**config.mk**
```make
export PLATFORM = sky130hd
export DESIGN_NAME = fetch_arbiter
export DESIGN_NICKNAME = d
export VERILOG_FILES = /design/src/rtl/fetch_arb_pkg.sv /design/src/rtl/fetch_slot_gate.sv /design/src/rtl/fetch_ready_queue.sv /design/src/rtl/fetch_arbiter.sv
export SDC_FILE = /design/constraint.sdc
export NUM_CORES = 1
export LEC_CHECK = 0
export BUFFER_PORTS_ARGS = -buffer_cell sky130_fd_sc_hd__buf_2
export CORE_MARGIN = 3
export CORE_UTILIZATION = 60
export CTS_BUF_LIST = sky130_fd_sc_hd__clkbuf_16
export CTS_CLUSTER_SIZE = 20
export DETAILED_ROUTE_END_ITERATION = 10
export PLACE_DENSITY = 0.83
export SKIP_LAST_GASP = 1
export SLEW_MARGIN = 15
export SYNTH_ARGS = -nofsm -noshare
export SYNTH_HDL_FRONTEND = slang
export SYNTH_SLANG_ARGS = --single-unit
```
**constraint.sdc**
```tcl
create_clock -name clk -period 11.64 [get_ports clk]
set_input_delay 2.328 -clock clk [delete_from_list [all_inputs] [get_ports clk]]
set_output_delay 2.328 -clock clk [all_outputs]
set_load 0.01 [all_outputs]
```
**src/rtl/fetch_arb_pkg.sv**
```systemverilog
package fetch_arb_pkg;

  // Fetch qualification test for one slot. Occupancy is compared as an
  // unsigned integer against the throttle limit.
  function automatic logic slot_may_fetch(
    input logic        running,
    input logic        has_branch,
    input logic        in_flight,
    input logic        queued,
    input int unsigned occupancy,
    input int unsigned limit
  );
    return running && !has_branch && !in_flight && !queued && (occupancy <= limit);
  endfunction

  // Width needed to carry a slot index, never less than one bit.
  function automatic int unsigned index_width(input int unsigned slots);
    return (slots > 1) ? $clog2(slots) : 1;
  endfunction

endpackage

```
**src/rtl/fetch_slot_gate.sv**
```systemverilog
module fetch_slot_gate
  import fetch_arb_pkg::*;
#(
  parameter int unsigned OCC_W     = 4,
  parameter int unsigned OCC_LIMIT = 4
) (
  input  logic             running,
  input  logic             has_branch,
  input  logic [OCC_W-1:0] occupancy,
  input  logic             in_flight,
  input  logic             queued,
  output logic             want_push
);

  always_comb begin
    want_push = slot_may_fetch(running, has_branch, in_flight, queued,
                               32'(occupancy), OCC_LIMIT);
  end

endmodule

```
**src/rtl/fetch_ready_queue.sv**
```systemverilog
module fetch_ready_queue #(
  parameter int unsigned NUM_SLOTS = 8,
  parameter int unsigned SLOT_W    = 3,
  parameter int unsigned CNT_W     = 4
) (
  input  logic                 clk,
  input  logic                 rst,
  input  logic [NUM_SLOTS-1:0] push_vec,
  input  logic                 pop,
  output logic [SLOT_W-1:0]    head,
  output logic                 not_empty,
  output logic [CNT_W-1:0]     level
);

  localparam logic [CNT_W-1:0] DEPTH = CNT_W'(NUM_SLOTS);

  logic [SLOT_W-1:0] mem_q   [NUM_SLOTS];
  logic [SLOT_W-1:0] mem_nxt [NUM_SLOTS];
  logic [CNT_W-1:0]  lvl_q;
  logic [CNT_W-1:0]  lvl_nxt;

  // The head leaves first (shift down); then this cycle's pushes are
  // appended in ascending slot order behind the survivors.
  always_comb begin
    for (int k = 0; k < NUM_SLOTS; k++) mem_nxt[k] = mem_q[k];
    lvl_nxt = lvl_q;
    if (pop && (lvl_q != '0)) begin
      for (int k = 0; k < NUM_SLOTS - 1; k++) mem_nxt[k] = mem_q[k+1];
      mem_nxt[NUM_SLOTS-1] = '0;
      lvl_nxt = lvl_q - 1'b1;
    end
    for (int s = 0; s < NUM_SLOTS; s++) begin
      if (push_vec[s]) begin
        if (lvl_nxt < DEPTH) mem_nxt[lvl_nxt[SLOT_W-1:0]] = SLOT_W'(s);
        lvl_nxt = lvl_nxt + 1'b1;
      end
    end
  end

  always_ff @(posedge clk) begin
    if (rst) begin
      lvl_q <= '0;
      for (int k = 0; k < NUM_SLOTS; k++) mem_q[k] <= '0;
    end else begin
      lvl_q <= lvl_nxt;
      for (int k = 0; k < NUM_SLOTS; k++) mem_q[k] <= mem_nxt[k];
    end
  end

  assign head      = mem_q[0];
  assign not_empty = (lvl_q != '0);
  assign level     = lvl_q;

endmodule

```
**src/rtl/fetch_arbiter.sv**
```systemverilog
module fetch_arbiter
  import fetch_arb_pkg::*;
#(
  parameter int unsigned NUM_SLOTS = 8,
  parameter int unsigned OCC_W     = 4,
  parameter int unsigned OCC_LIMIT = 4,
  localparam int unsigned SLOT_W   = index_width(NUM_SLOTS),
  localparam int unsigned CNT_W    = $clog2(NUM_SLOTS + 1)
) (
  input  logic                       clk,
  input  logic                       rst,
  input  logic [NUM_SLOTS-1:0]       slot_running,
  input  logic [NUM_SLOTS*OCC_W-1:0] slot_buf_count,
  input  logic [NUM_SLOTS-1:0]       slot_branch,
  input  logic                       done_valid,
  input  logic [SLOT_W-1:0]          done_slot,
  output logic                       fetch_start,
  output logic [SLOT_W-1:0]          fetch_slot,
  output logic [NUM_SLOTS-1:0]       fetch_pending
);

  // Named internal events (also observed by the bound checker)
  logic [NUM_SLOTS-1:0] push_vec;
  logic [NUM_SLOTS-1:0] grant_vec;
  logic [NUM_SLOTS-1:0] done_vec;
  logic [NUM_SLOTS-1:0] queued_q;
  logic [NUM_SLOTS-1:0] pending_q;
  logic                 grant_valid;
  logic [SLOT_W-1:0]    grant_slot;
  logic [CNT_W-1:0]     q_level;
  logic                 start_q;
  logic [SLOT_W-1:0]    slot_q;

  for (genvar i = 0; i < NUM_SLOTS; i++) begin : g_slot
    fetch_slot_gate #(
      .OCC_W    (OCC_W),
      .OCC_LIMIT(OCC_LIMIT)
    ) u_gate (
      .running   (slot_running[i]),
      .has_branch(slot_branch[i]),
      .occupancy (slot_buf_count[i*OCC_W +: OCC_W]),
      .in_flight (pending_q[i]),
      .queued    (queued_q[i]),
      .want_push (push_vec[i])
    );
    assign grant_vec[i] = grant_valid && (grant_slot == SLOT_W'(i));
    assign done_vec[i]  = done_valid  && (done_slot  == SLOT_W'(i));
  end

  fetch_ready_queue #(
    .NUM_SLOTS(NUM_SLOTS),
    .SLOT_W   (SLOT_W),
    .CNT_W    (CNT_W)
  ) u_queue (
    .clk      (clk),
    .rst      (rst),
    .push_vec (push_vec),
    .pop      (grant_valid),
    .head     (grant_slot),
    .not_empty(grant_valid),
    .level    (q_level)
  );

  always_ff @(posedge clk) begin
    if (rst) begin
      queued_q  <= '0;
      pending_q <= '0;
      start_q   <= 1'b0;
      slot_q    <= '0;
    end else begin
      queued_q  <= (queued_q | push_vec) & ~grant_vec;
      pending_q <= (pending_q & ~done_vec) | grant_vec;
      start_q   <= grant_valid;
      if (grant_valid) slot_q <= grant_slot;
    end
  end

  assign fetch_start   = start_q;
  assign fetch_slot    = slot_q;
  assign fetch_pending = pending_q;

endmodule

```
==> flow_results.xml <==
<?xml version="1.0" encoding="UTF-8"?>
<metrics>
  <group name="clocking">
    <metric name="ctsResizeCount" unit="">0</metric>
    <metric name="cts_setup_buffers" unit="">0</metric>
    <metric name="tritoncts_num_sinks" unit="">48</metric>
    <metric name="cts.hold.buffers_added" unit="">0</metric>
    <metric name="h-tree-depth" unit="">2</metric>
    <metric name="clock_tree.root_cell" unit="">sky130_fd_sc_hd__clkbuf_16</metric>
    <metric name="clkTransAtPathRegs" unit="ns">0.07</metric>
    <metric name="cts_buffers" unit="">5</metric>
    <metric name="ctsLongestPathBuffers" unit="">2</metric>
    <metric name="clock_insertion_delay_worst_skew" unit="ns">0.29</metric>
    <metric name="tritoncts" unit="">yes</metric>
  </group>
  <group name="sta">
    <metric name="unrepaired_setup_endpoints_after_global_routing" unit="">false</metric>
    <metric name="finalHoldViolations" unit="">0</metric>
    <metric name="setup_violations" unit="">0</metric>
    <metric name="achievable-frequency" unit="GHz">0.109</metric>
    <metric name="hold_slack" unit="ns">0.465</metric>
    <metric name="totalNegativeSetupSlack" unit="ns">0</metric>
    <metric name="max_slew.worst_pin.slew" unit="ns">1.02</metric>
    <metric name="timing.slew.headroom" unit="%">31.2</metric>
    <metric name="final_min_period_over_clock_period" unit="%">78.8</metric>
    <metric name="period_needed" unit="ns">9.17</metric>
    <metric name="final-max-slew-violation-count" unit="">0</metric>
    <metric name="clock_skew" unit="ns">0.00326</metric>
  </group>
  <group name="layout">
    <metric name="regArea" unit="um2">961</metric>
    <metric name="multi_input_area" unit="mm2">0.00339</metric>
    <metric name="flow.area_growth_from_synthesis" unit="%">10.0</metric>
    <metric name="fin_area" unit="mm2">0.00508</metric>
    <metric name="filler_cell_count" unit="">633</metric>
    <metric name="finish.net_count" unit="">726</metric>
    <metric name="finalCoreUtilization" unit="%">68.9</metric>
    <metric name="ratio_of_cells_with_drive_above_1_in_the_final_layout" unit="%">15.4</metric>
    <metric name="n_antenna_cell" unit="">0</metric>
  </group>
  <group name="power_and_ir_drop">
    <metric name="power_density" unit="mW/mm2">332</metric>
    <metric name="report.power.total" unit="mW">1.68</metric>
    <metric name="power.switching" unit="mW">0.945</metric>
    <metric name="worst_case_vdd_ir_drop" unit="V">0.000197</metric>
    <metric name="leakage_power" unit="nW">1.99</metric>
    <metric name="proportion_of_power_drawn_by_the_clock_network" unit="%">10.1</metric>
    <metric name="power_frac_comb" unit="%">75.0</metric>
    <metric name="internal_power" unit="mW">0.739</metric>
    <metric name="seq_power_share" unit="%">14.9</metric>
    <metric name="switching_power_share_of_the_total" unit="%">56.1</metric>
  </group>
  <group name="setup_path">
    <metric name="arrival" unit="ns">9.33</metric>
    <metric name="slowest_delay" unit="ns">0.47</metric>
    <metric name="worst_path_max_delay_cell" unit="">sky130_fd_sc_hd__nor3_4</metric>
    <metric name="critical-path-top-cell-by-count" unit="">sky130_fd_sc_hd__ha_1</metric>
    <metric name="critical_path_class" unit="">in2reg</metric>
    <metric name="critical_path_start_type" unit="">input pin</metric>
    <metric name="timing.critical_path.fanout_max" unit="">10</metric>
    <metric name="cp_data_required_time" unit="ns">11.80</metric>
    <metric name="crit_path_end_kind" unit="">register</metric>
    <metric name="buffer_and_inverter_count_on_the_worst_path" unit="">3</metric>
    <metric name="timing.critical_path.max_delay_family" unit="">simple AND/OR/NAND/NOR gates</metric>
  </group>
  <group name="logic_synthesis">
    <metric name="syn-instance-count" unit="">628</metric>
    <metric name="async_reset_ff_share" unit="%">0</metric>
    <metric name="synth_nets" unit="">691</metric>
    <metric name="synth_enable_flop_cells" unit="">0</metric>
    <metric name="synth-main-ff-cell" unit="">sky130_fd_sc_hd__dfxtp_1</metric>
    <metric name="ys_seq_area_share" unit="%">20.8</metric>
    <metric name="synth_cell_type_count" unit="">78</metric>
    <metric name="yosys_register_bits" unit="">48</metric>
    <metric name="mappedNetlistArea" unit="mm2">0.00462</metric>
    <metric name="synth-warning-count" unit="">0</metric>
    <metric name="postSynthAreaPerCell" unit="um2">7.35</metric>
  </group>
  <group name="floorplanning">
    <metric name="dieArea" unit="mm2">0.00878</metric>
    <metric name="die_width" unit="um">93.7</metric>
    <metric name="fp.dieH" unit="um">93.7</metric>
    <metric name="initial_utilization" unit="%">62.6</metric>
    <metric name="io_pins" unit="">66</metric>
    <metric name="rows" unit="">31</metric>
    <metric name="core_area" unit="mm2">0.00737</metric>
  </group>
  <group name="worst_hold_path">
    <metric name="hold_path.class" unit="">reg2reg</metric>
  </group>
  <group name="job">
    <metric name="max_cap_viol_count" unit="">0</metric>
  </group>
  <group name="global_routing">
    <metric name="grt_overflow_total" unit="">0</metric>
    <metric name="pin_count_of_the_biggest_net_entering_global_routing" unit="">43</metric>
    <metric name="grt_pass1_vias" unit="">5035</metric>
    <metric name="grt_first_pass_wirelength" unit="um">25700</metric>
    <metric name="antenna_found_initial" unit="">0</metric>
    <metric name="grt_total_usage" unit="%">36.7</metric>
  </group>
  <group name="routing">
    <metric name="detail_route.wirelength" unit="um">16300</metric>
    <metric name="route.vias.total" unit="">5414</metric>
    <metric name="vias_per_cell" unit="">7.10</metric>
    <metric name="post_drt_wl_per_cell" unit="um">21.3</metric>
    <metric name="detail-route-antenna-nets" unit="">0</metric>
    <metric name="drtPass1Iterations" unit="">7</metric>
    <metric name="detail_route.iter0.violations" unit="">747</metric>
    <metric name="drc" unit="">0</metric>
  </group>
  <group name="status">
    <metric name="run_status" unit="">complete, no violations</metric>
  </group>
  <group name="placement">
    <metric name="placed_cell_area" unit="mm2">0.00491</metric>
    <metric name="routability_driven_placement_congestion_ratio" unit="">0.993</metric>
    <metric name="numPortBuffers" unit="">65</metric>
    <metric name="hpwl" unit="um">12500</metric>
  </group>
</metrics>
[cells in the final DEF (no fill, tap or decap), types with 15 or more instances in the layout]
cell type	n
sky130_fd_sc_hd__dfxtp_1	48
sky130_fd_sc_hd__nand2_1	74
sky130_fd_sc_hd__nor3_1	22
sky130_fd_sc_hd__nor2_1	55
sky130_fd_sc_hd__xnor2_1	15
sky130_fd_sc_hd__nor4_1	24
sky130_fd_sc_hd__o21ai_0	33
sky130_fd_sc_hd__buf_2	65
sky130_fd_sc_hd__nand3_1	30
sky130_fd_sc_hd__a21oi_1	47
sky130_fd_sc_hd__mux2i_1	18
[kinds of logic after synthesis]
logic type                 Yosys count  share of synthesized area [%]
muxes                               20                           4.39
and+or+nand+nor                    282                           31.6
AOI/OAI and AO/OA                  184                           27.5
DFF                                 48                           20.8
buffers and inverters               58                           5.67
adders and majority gates           10                           2.66
xor gates and xnor gates            26                           7.35
[power by group through the flow]
| stage | logic [mW] | registers (mW) | clock network [mW] |
|---|---|---|---|
| 2_1_floorplan | 0.943 | 0.236 | 0 |
| 3_3_place_gp | 1.18 | 0.248 | 0 |
| 3_5_place_dp | 1.21 | 0.250 | 0 |
| 4_1_cts | 1.22 | 0.247 | 0.169 |
| 5_1_grt | 1.37 | 0.253 | 0.175 |
| 6_report | 1.26 | 0.251 | 0.170 |
[path summary, 6_finish.rpt]
check / end / start / depth (start not counted) / slack [ns]
worst min register to register: fetch_slot[2] / fetch_slot[2] / 2 / 0.47
worst max register to register: u_queue.mem_q[0][0] / u_queue.level[0] / 31 / 3.57
worst max-delay path: u_queue.mem_q[0][0] / slot_buf_count[3] / 29 / 2.47
worst min-delay path: fetch_slot[2] / fetch_slot[2] / 2 / 0.47
[state kept, by name (all words and copies together) (netlist names)]
name and count:
u_queue.level 4, fetch_slot 3, u_queue.mem_q 24, queued_q 8, fetch_pending 8, fetch_start 1
[tightest hold or removal path: cells and delay by family, from the launching register on]
kind / cells / cell delay, ns
simple gates: 1 / 0.05
flops: 1 / 0.32
compound gates: 1 / 0.05
[final cells by class]
| class | instances | share of cell area [%] |
|---|---|---|
| repair buffers | 71 | 7.29 |
| well taps | 99 | 2.44 |
| clock buffers | 5 | 2.46 |
| flip-flops and latches | 48 | 18.9 |
| clock inverters | 3 | 0.912 |
| multi-input cells | 522 | 66.8 |
| inverters | 15 | 1.13 |
[metrics by stage]
stage	worst slack, ns	cells
after floorplan	3.32	628
after global routing	1.75	763
after CTS	2.58	763
final	2.47	763
after detailed placement	2.23	755
after global placement	2.76	755
[layer usage]
layer / up-vias / GRT usage [%] / part of all wire, %
met1: 2518 / 46.0 / 39
met3: 65 / 7.45 / 10
met5: - / 0 / 0
li1: 2444 / - / -
met2: 387 / 60.5 / 47
met4: 0 / 16.1 / 4.3
[cells in the mapped netlist (all sizes together), types with 9 or more instances]
cell type / instances / area (um2)
a21oi: 47 / 235
a31oi: 9 / 56.3
buf: 17 / 106
clkbuf: 26 / 97.6
dfxtp: 48 / 961
ha: 9 / 113
inv: 14 / 52.6
mux2i: 18 / 180
nand2: 74 / 278
nand2b: 11 / 68.8
nand3: 30 / 150
nand4: 12 / 75.1
nor2: 56 / 213
nor3: 25 / 153
nor4: 24 / 150
o211ai: 10 / 75.1
o21ai: 37 / 189
xnor2: 19 / 208
Power figures use the tool's default switching activity.
